`config.mk`:
```
export PLATFORM = sky130hd
export DESIGN_NAME = srp_seq
export DESIGN_NICKNAME = d
export VERILOG_FILES = /design/src/rtl/srp_pkg.sv /design/src/rtl/srp_linemon.sv /design/src/rtl/srp_timer.sv /design/src/rtl/srp_irq.sv /design/src/rtl/srp_seq.sv
export SDC_FILE = /design/constraint.sdc
export NUM_CORES = 1
export LEC_CHECK = 0
export BUFFER_PORTS_ARGS = -buffer_cell sky130_fd_sc_hd__clkbuf_2
export CORE_MARGIN = 10
export CORE_UTILIZATION = 25
export CTS_CLUSTER_DIAMETER = 40
export DETAILED_ROUTE_END_ITERATION = 8
export HOLD_SLACK_MARGIN = 0.08
export PLACE_DENSITY = 0.43
export SLEW_MARGIN = 20
export SYNTH_ARGS = -nofsm -noshare
export SYNTH_HDL_FRONTEND = slang
export SYNTH_SLANG_ARGS = --single-unit
```
`constraint.sdc`:
```
create_clock -name clk -period 3.9 [get_ports clk]
set_input_delay 0.195 -clock clk [delete_from_list [all_inputs] [get_ports clk]]
set_output_delay 0.195 -clock clk [all_outputs]
set_load 0.1 [all_outputs]
```
`src/rtl/srp_pkg.sv`:
```
package srp_pkg;

    typedef enum logic [2:0] {
        ST_RUN,
        ST_ESUSP,
        ST_DISCHG,
        ST_SE0WAIT,
        ST_READY,
        ST_DPULSE,
        ST_VPULSE,
        ST_WAITV
    } srp_state_e;

    localparam logic [1:0] LS_SE0 = 2'b00;
    localparam logic [1:0] LS_J   = 2'b01;
    localparam logic [1:0] LS_K   = 2'b10;
    localparam logic [1:0] LS_SE1 = 2'b11;

    localparam int IRQ_EARLY = 0;
    localparam int IRQ_SUSP  = 1;
    localparam int IRQ_OK    = 2;
    localparam int IRQ_FAIL  = 3;
    localparam int IRQ_N     = 4;

    function automatic int imax(input int a, input int b);
        return (a > b) ? a : b;
    endfunction

endpackage

```
`src/rtl/srp_linemon.sv`:
```
module srp_linemon
    import srp_pkg::*;
(
    input  logic [1:0] line_state,
    output logic       is_se0,
    output logic       is_act
);

    always_comb begin
        is_se0 = 1'b0;
        is_act = 1'b0;
        unique case (line_state)
            LS_SE0: is_se0 = 1'b1;
            LS_J:   is_act = 1'b0;
            LS_K:   is_act = 1'b1;
            LS_SE1: is_act = 1'b1;
            default: is_act = 1'b0;
        endcase
    end

endmodule

```
`src/rtl/srp_timer.sv`:
```
module srp_timer #(
    parameter int W = 8
) (
    input  logic         clk,
    input  logic         rst_n,
    input  logic         clr,
    input  logic         tick,
    input  logic [W-1:0] limit,
    output logic         done
);

    logic [W-1:0] cnt_q;

    // done does not depend on clr, so the FSM may derive clr from done
    assign done = tick && (cnt_q == limit - W'(1));

    always_ff @(posedge clk or negedge rst_n) begin
        if (!rst_n) begin
            cnt_q <= '0;
        end else if (clr) begin
            cnt_q <= '0;
        end else if (tick) begin
            cnt_q <= done ? '0 : cnt_q + W'(1);
        end
    end

endmodule

```
`src/rtl/srp_irq.sv`:
```
module srp_irq #(
    parameter int N = 4
) (
    input  logic         clk,
    input  logic         rst_n,
    input  logic [N-1:0] set,
    input  logic [N-1:0] clr,
    output logic [N-1:0] flags
);

    for (genvar i = 0; i < N; i++) begin : g_flag
        always_ff @(posedge clk or negedge rst_n) begin
            if (!rst_n) begin
                flags[i] <= 1'b0;
            end else if (set[i]) begin
                flags[i] <= 1'b1;
            end else if (clr[i]) begin
                flags[i] <= 1'b0;
            end
        end
    end

endmodule

```
`src/rtl/srp_seq.sv`:
```
module srp_seq
    import srp_pkg::*;
#(
    parameter int US_PER_MS   = 1000,
    parameter int IDLE_MS     = 3,
    parameter int SE0_MS      = 2,
    parameter int SUSP_GAP_US = 1000,
    parameter int DP_PULSE_US = 6000,
    parameter int VB_PULSE_US = 20000,
    parameter int TIMEOUT_US  = 5000000
) (
    input  logic             clk,
    input  logic             rst_n,
    input  logic             tick_us,
    input  logic [1:0]       line_state,
    input  logic             vbus_valid,
    input  logic             sess_end,
    input  logic             req_wr,
    input  logic [IRQ_N-1:0] irq_clr,
    output logic             dischrg_vbus,
    output logic             chrg_vbus,
    output logic             dp_pullup,
    output logic             srp_ready,
    output logic             srp_req,
    output logic             srp_ok,
    output logic [IRQ_N-1:0] irq
);

    localparam int L_IDLE = IDLE_MS * US_PER_MS;
    localparam int L_SE0  = SE0_MS * US_PER_MS;
    localparam int L_MAX  = imax(imax(imax(L_IDLE, L_SE0), imax(SUSP_GAP_US, DP_PULSE_US)),
                                 imax(VB_PULSE_US, TIMEOUT_US));
    localparam int TW     = $clog2(L_MAX + 1);

    srp_state_e state_q, state_d;

    logic          is_se0, is_act;
    logic          tmr_clr, tmr_done, restart;
    logic [TW-1:0] tmr_limit;
    logic [IRQ_N-1:0] irq_set;
    logic          start_req, req_ok, req_fail;
    logic          req_q, ok_q;

    srp_linemon u_line (
        .line_state (line_state),
        .is_se0     (is_se0),
        .is_act     (is_act)
    );

    srp_timer #(.W(TW)) u_tmr (
        .clk   (clk),
        .rst_n (rst_n),
        .clr   (tmr_clr),
        .tick  (tick_us),
        .limit (tmr_limit),
        .done  (tmr_done)
    );

    srp_irq #(.N(IRQ_N)) u_irq (
        .clk   (clk),
        .rst_n (rst_n),
        .set   (irq_set),
        .clr   (irq_clr),
        .flags (irq)
    );

    // interval selected by the current state
    always_comb begin
        unique case (state_q)
            ST_RUN:     tmr_limit = TW'(L_IDLE);
            ST_ESUSP:   tmr_limit = TW'(SUSP_GAP_US);
            ST_SE0WAIT: tmr_limit = TW'(L_SE0);
            ST_DPULSE:  tmr_limit = TW'(DP_PULSE_US);
            ST_VPULSE:  tmr_limit = TW'(VB_PULSE_US);
            ST_WAITV:   tmr_limit = TW'(TIMEOUT_US);
            default:    tmr_limit = TW'(L_IDLE);
        endcase
    end

    // next state and event pulses
    always_comb begin
        state_d   = state_q;
        restart   = 1'b0;
        irq_set   = '0;
        start_req = 1'b0;
        req_ok    = 1'b0;
        req_fail  = 1'b0;
        unique case (state_q)
            ST_RUN: begin
                if (is_act) begin
                    restart = 1'b1;
                end else if (tmr_done) begin
                    state_d            = ST_ESUSP;
                    irq_set[IRQ_EARLY] = 1'b1;
                end
            end
            ST_ESUSP: begin
                if (is_act) begin
                    state_d = ST_RUN;
                end else if (tmr_done) begin
                    state_d           = ST_DISCHG;
                    irq_set[IRQ_SUSP] = 1'b1;
                end
            end
            ST_DISCHG: begin
                if (is_act) begin
                    state_d = ST_RUN;
                end else if (sess_end) begin
                    state_d = ST_SE0WAIT;
                end
            end
            ST_SE0WAIT: begin
                if (vbus_valid) begin
                    state_d = ST_RUN;
                end else if (!is_se0) begin
                    restart = 1'b1;
                end else if (tmr_done) begin
                    state_d = ST_READY;
                end
            end
            ST_READY: begin
                if (vbus_valid) begin
                    state_d = ST_RUN;
                end else if (!is_se0) begin
                    state_d = ST_SE0WAIT;
                end else if (req_wr) begin
                    state_d   = ST_DPULSE;
                    start_req = 1'b1;
                end
            end
            ST_DPULSE: begin
                if (vbus_valid) begin
                    state_d = ST_RUN;
                    req_ok  = 1'b1;
                end else if (tmr_done) begin
                    state_d = ST_VPULSE;
                end
            end
            ST_VPULSE: begin
                if (vbus_valid) begin
                    state_d = ST_RUN;
                    req_ok  = 1'b1;
                end else if (tmr_done) begin
                    state_d = ST_WAITV;
                end
            end
            ST_WAITV: begin
                if (vbus_valid) begin
                    state_d = ST_RUN;
                    req_ok  = 1'b1;
                end else if (tmr_done) begin
                    state_d  = ST_SE0WAIT;
                    req_fail = 1'b1;
                end
            end
            default: state_d = ST_RUN;
        endcase
        irq_set[IRQ_OK]   = req_ok;
        irq_set[IRQ_FAIL] = req_fail;
        tmr_clr = restart || (state_d != state_q);
    end

    // state register
    always_ff @(posedge clk or negedge rst_n) begin
        if (!rst_n) begin
            state_q <= ST_RUN;
        end else begin
            state_q <= state_d;
        end
    end

    // request and success bits
    always_ff @(posedge clk or negedge rst_n) begin
        if (!rst_n) begin
            req_q <= 1'b0;
            ok_q  <= 1'b0;
        end else begin
            if (start_req) begin
                req_q <= 1'b1;
                ok_q  <= 1'b0;
            end else if (req_ok) begin
                req_q <= 1'b0;
                ok_q  <= 1'b1;
            end else if (req_fail) begin
                req_q <= 1'b0;
                ok_q  <= 1'b0;
            end
        end
    end

    // PHY controls decoded from state
    always_comb begin
        dischrg_vbus = 1'b0;
        chrg_vbus    = 1'b0;
        dp_pullup    = 1'b0;
        srp_ready    = 1'b0;
        unique case (state_q)
            ST_RUN:     dp_pullup = 1'b1;
            ST_ESUSP:   dp_pullup = 1'b1;
            ST_DISCHG: begin
                dp_pullup    = 1'b1;
                dischrg_vbus = 1'b1;
            end
            ST_SE0WAIT: dp_pullup = 1'b0;
            ST_READY:   srp_ready = 1'b1;
            ST_DPULSE:  dp_pullup = 1'b1;
            ST_VPULSE:  chrg_vbus = 1'b1;
            ST_WAITV:   chrg_vbus = 1'b0;
            default:    dp_pullup = 1'b0;
        endcase
    end

    assign srp_req = req_q;
    assign srp_ok  = ok_q;

endmodule

```
==> results of run 1 <==
==> registers in the layout (all words and copies together), names as in the netlist <==
register,flops
u_irq.flags,4
state_q,3
srp_req,1
srp_ok,1
u_tmr.cnt_q,23
==> synthesized netlist by cell type, drive strengths merged <==
cell type	number
nor2	42
nand2	39
dfrtp	32
xnor2	19
nand3	13
o21ai	13
a21oi	10
buf	10
inv	9
nand4	9
nor2b	9
clkbuf	7
xor2	7
nor3	5
and3	4
nand2b	4
nor4	4
and2	3
nand3b	3
o22ai	3
a211oi	2
a31oi	2
and3b	2
ha	2
mux2	2
mux2i	2
nand4b	2
o211ai	2
o31ai	2
o32ai	2
or3	2
a2bb2oi	1
and4	1
maj3	1
nor4b	1
o21a	1
o22a	1
o311a	1
o31a	1
or2	1
or3b	1
==> worst reg2reg max path: stages, from the launching register on <==
cell and delay (ps):
dfrtp_1 560, o21ai_1 360, nand2_1 150, ha_1 310, xor2_1 140, nand4_1 100, or3_4 390, nor4_4 400
nand2_2 390, o21ai_1 300, o31ai_2 90
==> area by class of cell <==
cell class	count	share of cell area, %
clock inverter	1	0.1938
multi-input combinational	219	53.68
timing repair buffer	26	5.620
sequential	32	31.01
tap	111	5.378
inverter	9	1.308
clock buffer	6	2.810
==> power breakdown <==
part / internal (mW) / leakage [nW] / switching [mW]
logic: 0.0104 / 0.552 / 0.0240
registers: 0.333 / 0.446 / 0.00135
clock network: 0.121 / 0.0410 / 0.124
==> stage by stage <==
step           hold slack (ps)  power, mW
4_1_cts                  103.4     0.6244
3_3_place_gp             347.4     0.3764
2_1_floorplan           -100.6     0.3581
6_report                 109.9     0.6144
3_5_place_dp             349.0     0.3760
5_1_grt                  103.1     0.6468
==> kinds of logic after synthesis <==
| group | synth area share [%] |
|---|---|
| buffers and inverters | 7.120 |
| and+or+nand+nor | 33.85 |
| muxes | 1.966 |
| adders and majority gates | 1.488 |
| DFF | 34.01 |
| AOI/OAI and AO/OA | 11.90 |
| xor gates and xnor gates | 9.671 |
==> worst max path at each step <==
stage / startpoint / endpoint / slack, ps / depth (start not counted)
CTS: state_q[0] / state_q[2] / 580 / 10
detailed placement: state_q[0] / state_q[2] / 610 / 10
finish: state_q[0] / state_q[2] / 570 / 10
global placement: state_q[0] / state_q[1] / 630 / 10
floorplan: state_q[2] / u_tmr.cnt_q[13] / 590 / 13
global route: state_q[0] / state_q[2] / 330 / 10
==> per-layer routing <==
metal | up-vias | share of wire [%] | track usage (%)
li1 | 975 | - | -
met1 | 911 | 47 | 11.08
met2 | 22 | 48 | 14.14
met3 | 4 | 2.7 | 1.682
met4 | 0 | 1.5 | 3.954
met5 | - | 0 | 0
==> what timing repair did <==
action | 4_1_cts | 5_1_grt
hold buffers | 1 | 0
setup buffers | 0 | 0
endpoints found under the hold margin | 32 | 0
==> out/metrics.cfg, run 1 <==
[die]
dieArea_mm2=0.01370
placementRows=35
die_h_um=117.1
core_mm2=0.009196
io_pins=22
die_w_um=117.1
start_util_pct=25.61

[clock_network]
cts-buffers-inserted=5
cts.sinks=32
h-tree-depth=2
path_clk_slew_ps=70
clk_latency_ps=290
cts_tree=built
clockRootBuffer=clkbuf_8
clockBufferDepth=2
ctsResizeCount=0

[route]
via_count=1912
remaining_drc_errors=0
antenna_left=0
drt_iter0_markers=102
wl_mm=5.662
wl_per_cell_um=14.01
drt_first_pass_iters=4
via_per_inst=4.733

[critical_path]
r2r_start=state_q[0]
cp.required_ps=4050
crit_top_cell=o21ai_1
cp.arrival_ps=3480
endpoint_kind=flop
crit_chain=o21ai_1 > nand2_1 > ha_1 > xor2_1 > nand4_1 > or3_4 > nor4_4 > nand2_2 > o21ai_1 > o31ai_2
critPathBufInv=0
cp_slowest_stage_delay_ps=560
cpMaxStageDelayCell=dfrtp_1
r2r_setup_slack_ps=570
reg2reg_depth=10
reg2reg_to=state_q[2]
crit_path_max_fanout=24
path_delay_family=simple AND/OR/NAND/NOR gates
worstSetupPathType=reg -> reg
startpoint_type=flop

[global_route]
antenna_found_initial=0
grt_pass1_vias=1898
grt_pass1_wl_mm=9.453
grt_max_degree=33
grt_usage_pct=8.765
grt-ovfl-total=0

[placement]
hpwl_mm=4.043
numPortBuffers=21
dp_cells=396
gp_congestion=0.7861
post_dp_cell_area_mm2=0.002495
place_ws_ps=608.2

[cells_and_area]
multi_input_comb_area_mm2=0.001386
instances_no_fill=404
n_fill_cell=1029
design_area_mm2=0.002582
area_growth_pct=9.671
fin_nets=307
layout_common_cells=38 x nand2_1, 32 x dfrtp_1, 21 x nor2_1, 21 x nor2_2, 21 x clkbuf_2
fin_util_pct=28.08
final_common_cell=nand2_1
num_antenna_cells=0
register_area_um2=800.8
drive_gt1_share_pct=24.91

[min_path]
hp-start=irq_clr[0]
hold_class=in -> reg
holdPathEnd=u_irq.flags[0]
min_path_cells=2

[yosys]
synth_top_area_share_pct=34.01
synth_area_per_cell_um2=8.501
yosysTopAreaCell=dfrtp_1
postSynthCellCount=277
synth.cell_area_mm2=0.002355
ys_warn_count=0
synth_area_leaders=dfrtp_1 34%, xnor2_1 7.1%, nand2_1 6.1%
seq_area_frac_synth_pct=34.01
syn_nets=291
netlist-cell-type-count=57
ys_seq_elements=32

[outcome]
status=finished, final reports clean

[timing]
hold_violations=0
tightest_slew_ps=843.4
setup_ws_ps=575.0
finalCriticalPeriod_ps=3325
drv_slew=0
fin_tns_setup_ps=0
rsz0062_at_grt=false
fin_crit_sh_pct=85.26
relSlewSlack_pct=43.77
fmax_ghz=0.3008
fin_skew_ps=8.120
setup_viol=0

[power_and_ir_drop]
leakage_nw=1.039
ir_worst_vdd_mv=0.09279
powerDensity_mw_per_mm2=237.9

[job]
cap_violations=0

No activity file was read; power rests on OpenSTA's default activity.
==> inputs of run 2 (changes only) <==
--- a/config.mk
+++ b/config.mk
@@ -12,6 +12,7 @@
 export DETAILED_ROUTE_END_ITERATION = 8
 export HOLD_SLACK_MARGIN = 0.08
 export PLACE_DENSITY = 0.43
+export SKIP_CTS_REPAIR_TIMING = 1
 export SLEW_MARGIN = 20
 export SYNTH_ARGS = -nofsm -noshare
 export SYNTH_HDL_FRONTEND = slang
==> constraint.sdc (replaced) <==
create_clock -name clk -period 3.9 [get_ports clk]
set_input_delay 0.585 -clock clk [delete_from_list [all_inputs] [get_ports clk]]
set_output_delay 0.585 -clock clk [all_outputs]
set_load 0.1 [all_outputs]
==> out/metrics.cfg, run 2 (synthesized netlist as in run 1, its figures left out) <==
[outcome]
status=finished, final reports clean

[timing]
rsz0062_at_grt=false
fin_tns_setup_ps=0
finalCriticalPeriod_ps=3309
setup_viol=0
fin_crit_sh_pct=84.85
setup_ws_ps=591.0
fmax_ghz=0.3022
drv_slew=0
hold_violations=0
fin_skew_ps=8.067
relSlewSlack_pct=43.62
tightest_slew_ps=845.7

[placement]
gp_congestion=0.7861
hpwl_mm=4.043
numPortBuffers=21
place_ws_ps=608.2

[critical_path]
cp.required_ps=4050
endpoint_kind=flop
r2r_setup_slack_ps=590
worstSetupPathType=reg -> reg
startpoint_type=flop
r2r_start=state_q[0]
cp.arrival_ps=3460
crit_path_max_fanout=24
crit_start=state_q[0]

[die]
placementRows=35
start_util_pct=25.61
dieArea_mm2=0.01370
core_mm2=0.009196
die_w_um=117.1
io_pins=22
die_h_um=117.1

[power_and_ir_drop]
power_frac_comb_pct=5.5
clockPowerShare_pct=40.0
p_int_mw=0.4645
leakage_nw=1.035
sequentialPowerShare_pct=54.5
powerDensity_mw_per_mm2=238.5
netSwitchingFraction_pct=24.31
ir_worst_vdd_mv=0.09294
power_switching_mw=0.1492

[route]
antenna_left=0
via_per_inst=4.742
via_count=1911
remaining_drc_errors=0
drt_first_pass_iters=4
wl_per_cell_um=14.01
drt_iter0_markers=98
wl_mm=5.645

[cells_and_area]
register_area_um2=800.8
area_growth_pct=9.246
final_common_cell=nand2_1
reg_top3=u_tmr.cnt_q x23, u_irq.flags x4, state_q x3
largest_reg_flops=23
layout_common_cells=38 x nand2_1, 32 x dfrtp_1, 21 x nor2_1, 21 x nor2_2, 21 x clkbuf_2
n_fill_cell=1027
fin_nets=306
multi_input_comb_area_mm2=0.001386
num_antenna_cells=0
drive_gt1_share_pct=25.00
top_register=u_tmr.cnt_q

[global_route]
grt-ovfl-total=0
grt_usage_pct=8.765
grt_pass1_vias=1891
grt_pass1_wl_mm=9.453
antenna_found_initial=0
grt_max_degree=33

[clock_network]
clk_latency_ps=290
h-tree-depth=2
cts_tree=built
path_clk_slew_ps=70
clockRootBuffer=clkbuf_8
cts-buffers-inserted=5
cts.sinks=32
clockBufferDepth=2

[job]
cap_violations=0

[min_path]
hold_class=in -> async

==> run 2: cell types whose count changed in the layout (fill, tap and decap cells not counted) <==
cell           previous run  this run
dlygate4sd3_1             1         0
==> run 2: final timing paths <==
check,depth (start not counted),endpoint
max in group asynchronous,1,u_tmr.cnt_q[18]
hold reg to reg,2,srp_req
setup reg to reg,10,state_q[2]
hold / removal,1,u_tmr.cnt_q[15]
setup / recovery,10,state_q[2]
min in group clk,2,u_irq.flags[0]
==> run 2: layer usage <==
metal  track usage [%]  routed length [um]  vias up
met5                 0                   0        -
met4             3.954                  83        0
met3             1.682                 172        4
met2             14.14                2734       28
met1             11.08                2654      903
li1                  -                   -      976
==> run 2: layout make-up <==
class	instances	area share, %
repair buffers	25	5.253
multi-input cells	219	53.89
well taps	111	5.399
clock buffers	6	2.821
clock inverters	1	0.1946
inverters	9	1.313
flip-flops and latches	32	31.13
==> run 2: per-stage QoR <==
step / cell area, um^2 / utilization, % / hold slack (ps) / power [mW] / cells
6_report: 2572 / 27.97 / 391.2 / 0.6137 / 403
4_1_cts: 2572 / 27.97 / 428.9 / 0.6236 / 403
5_1_grt: 2572 / 27.97 / 468.0 / 0.6460 / 403
3_5_place_dp: 2495 / 27.13 / 513.7 / 0.3760 / 396
2_1_floorplan: 2355 / - / 289.4 / 0.3581 / 277
3_3_place_gp: 2495 / 27.13 / 510.0 / 0.3764 / 396
==> run 2: worst max-delay path, stage by stage, from the launching register on <==
cell,delay [ps]
dfrtp_1,560
nor2b_1,240
mux2_2,280
ha_1,280
xor2_1,140
nand4_1,100
or3_4,390
nor4_4,400
nand2_2,390
o21ai_1,290
o31ai_2,90
==> run 2: power groups by stage <==
stage	Combinational (mW)	Clock, mW	Sequential (mW)
floorplan	0.0172	0	0.341
global placement	0.0353	0	0.341
detailed placement	0.0349	0	0.341
CTS	0.0350	0.254	0.335
global route	0.0386	0.273	0.335
finish	0.0336	0.245	0.335
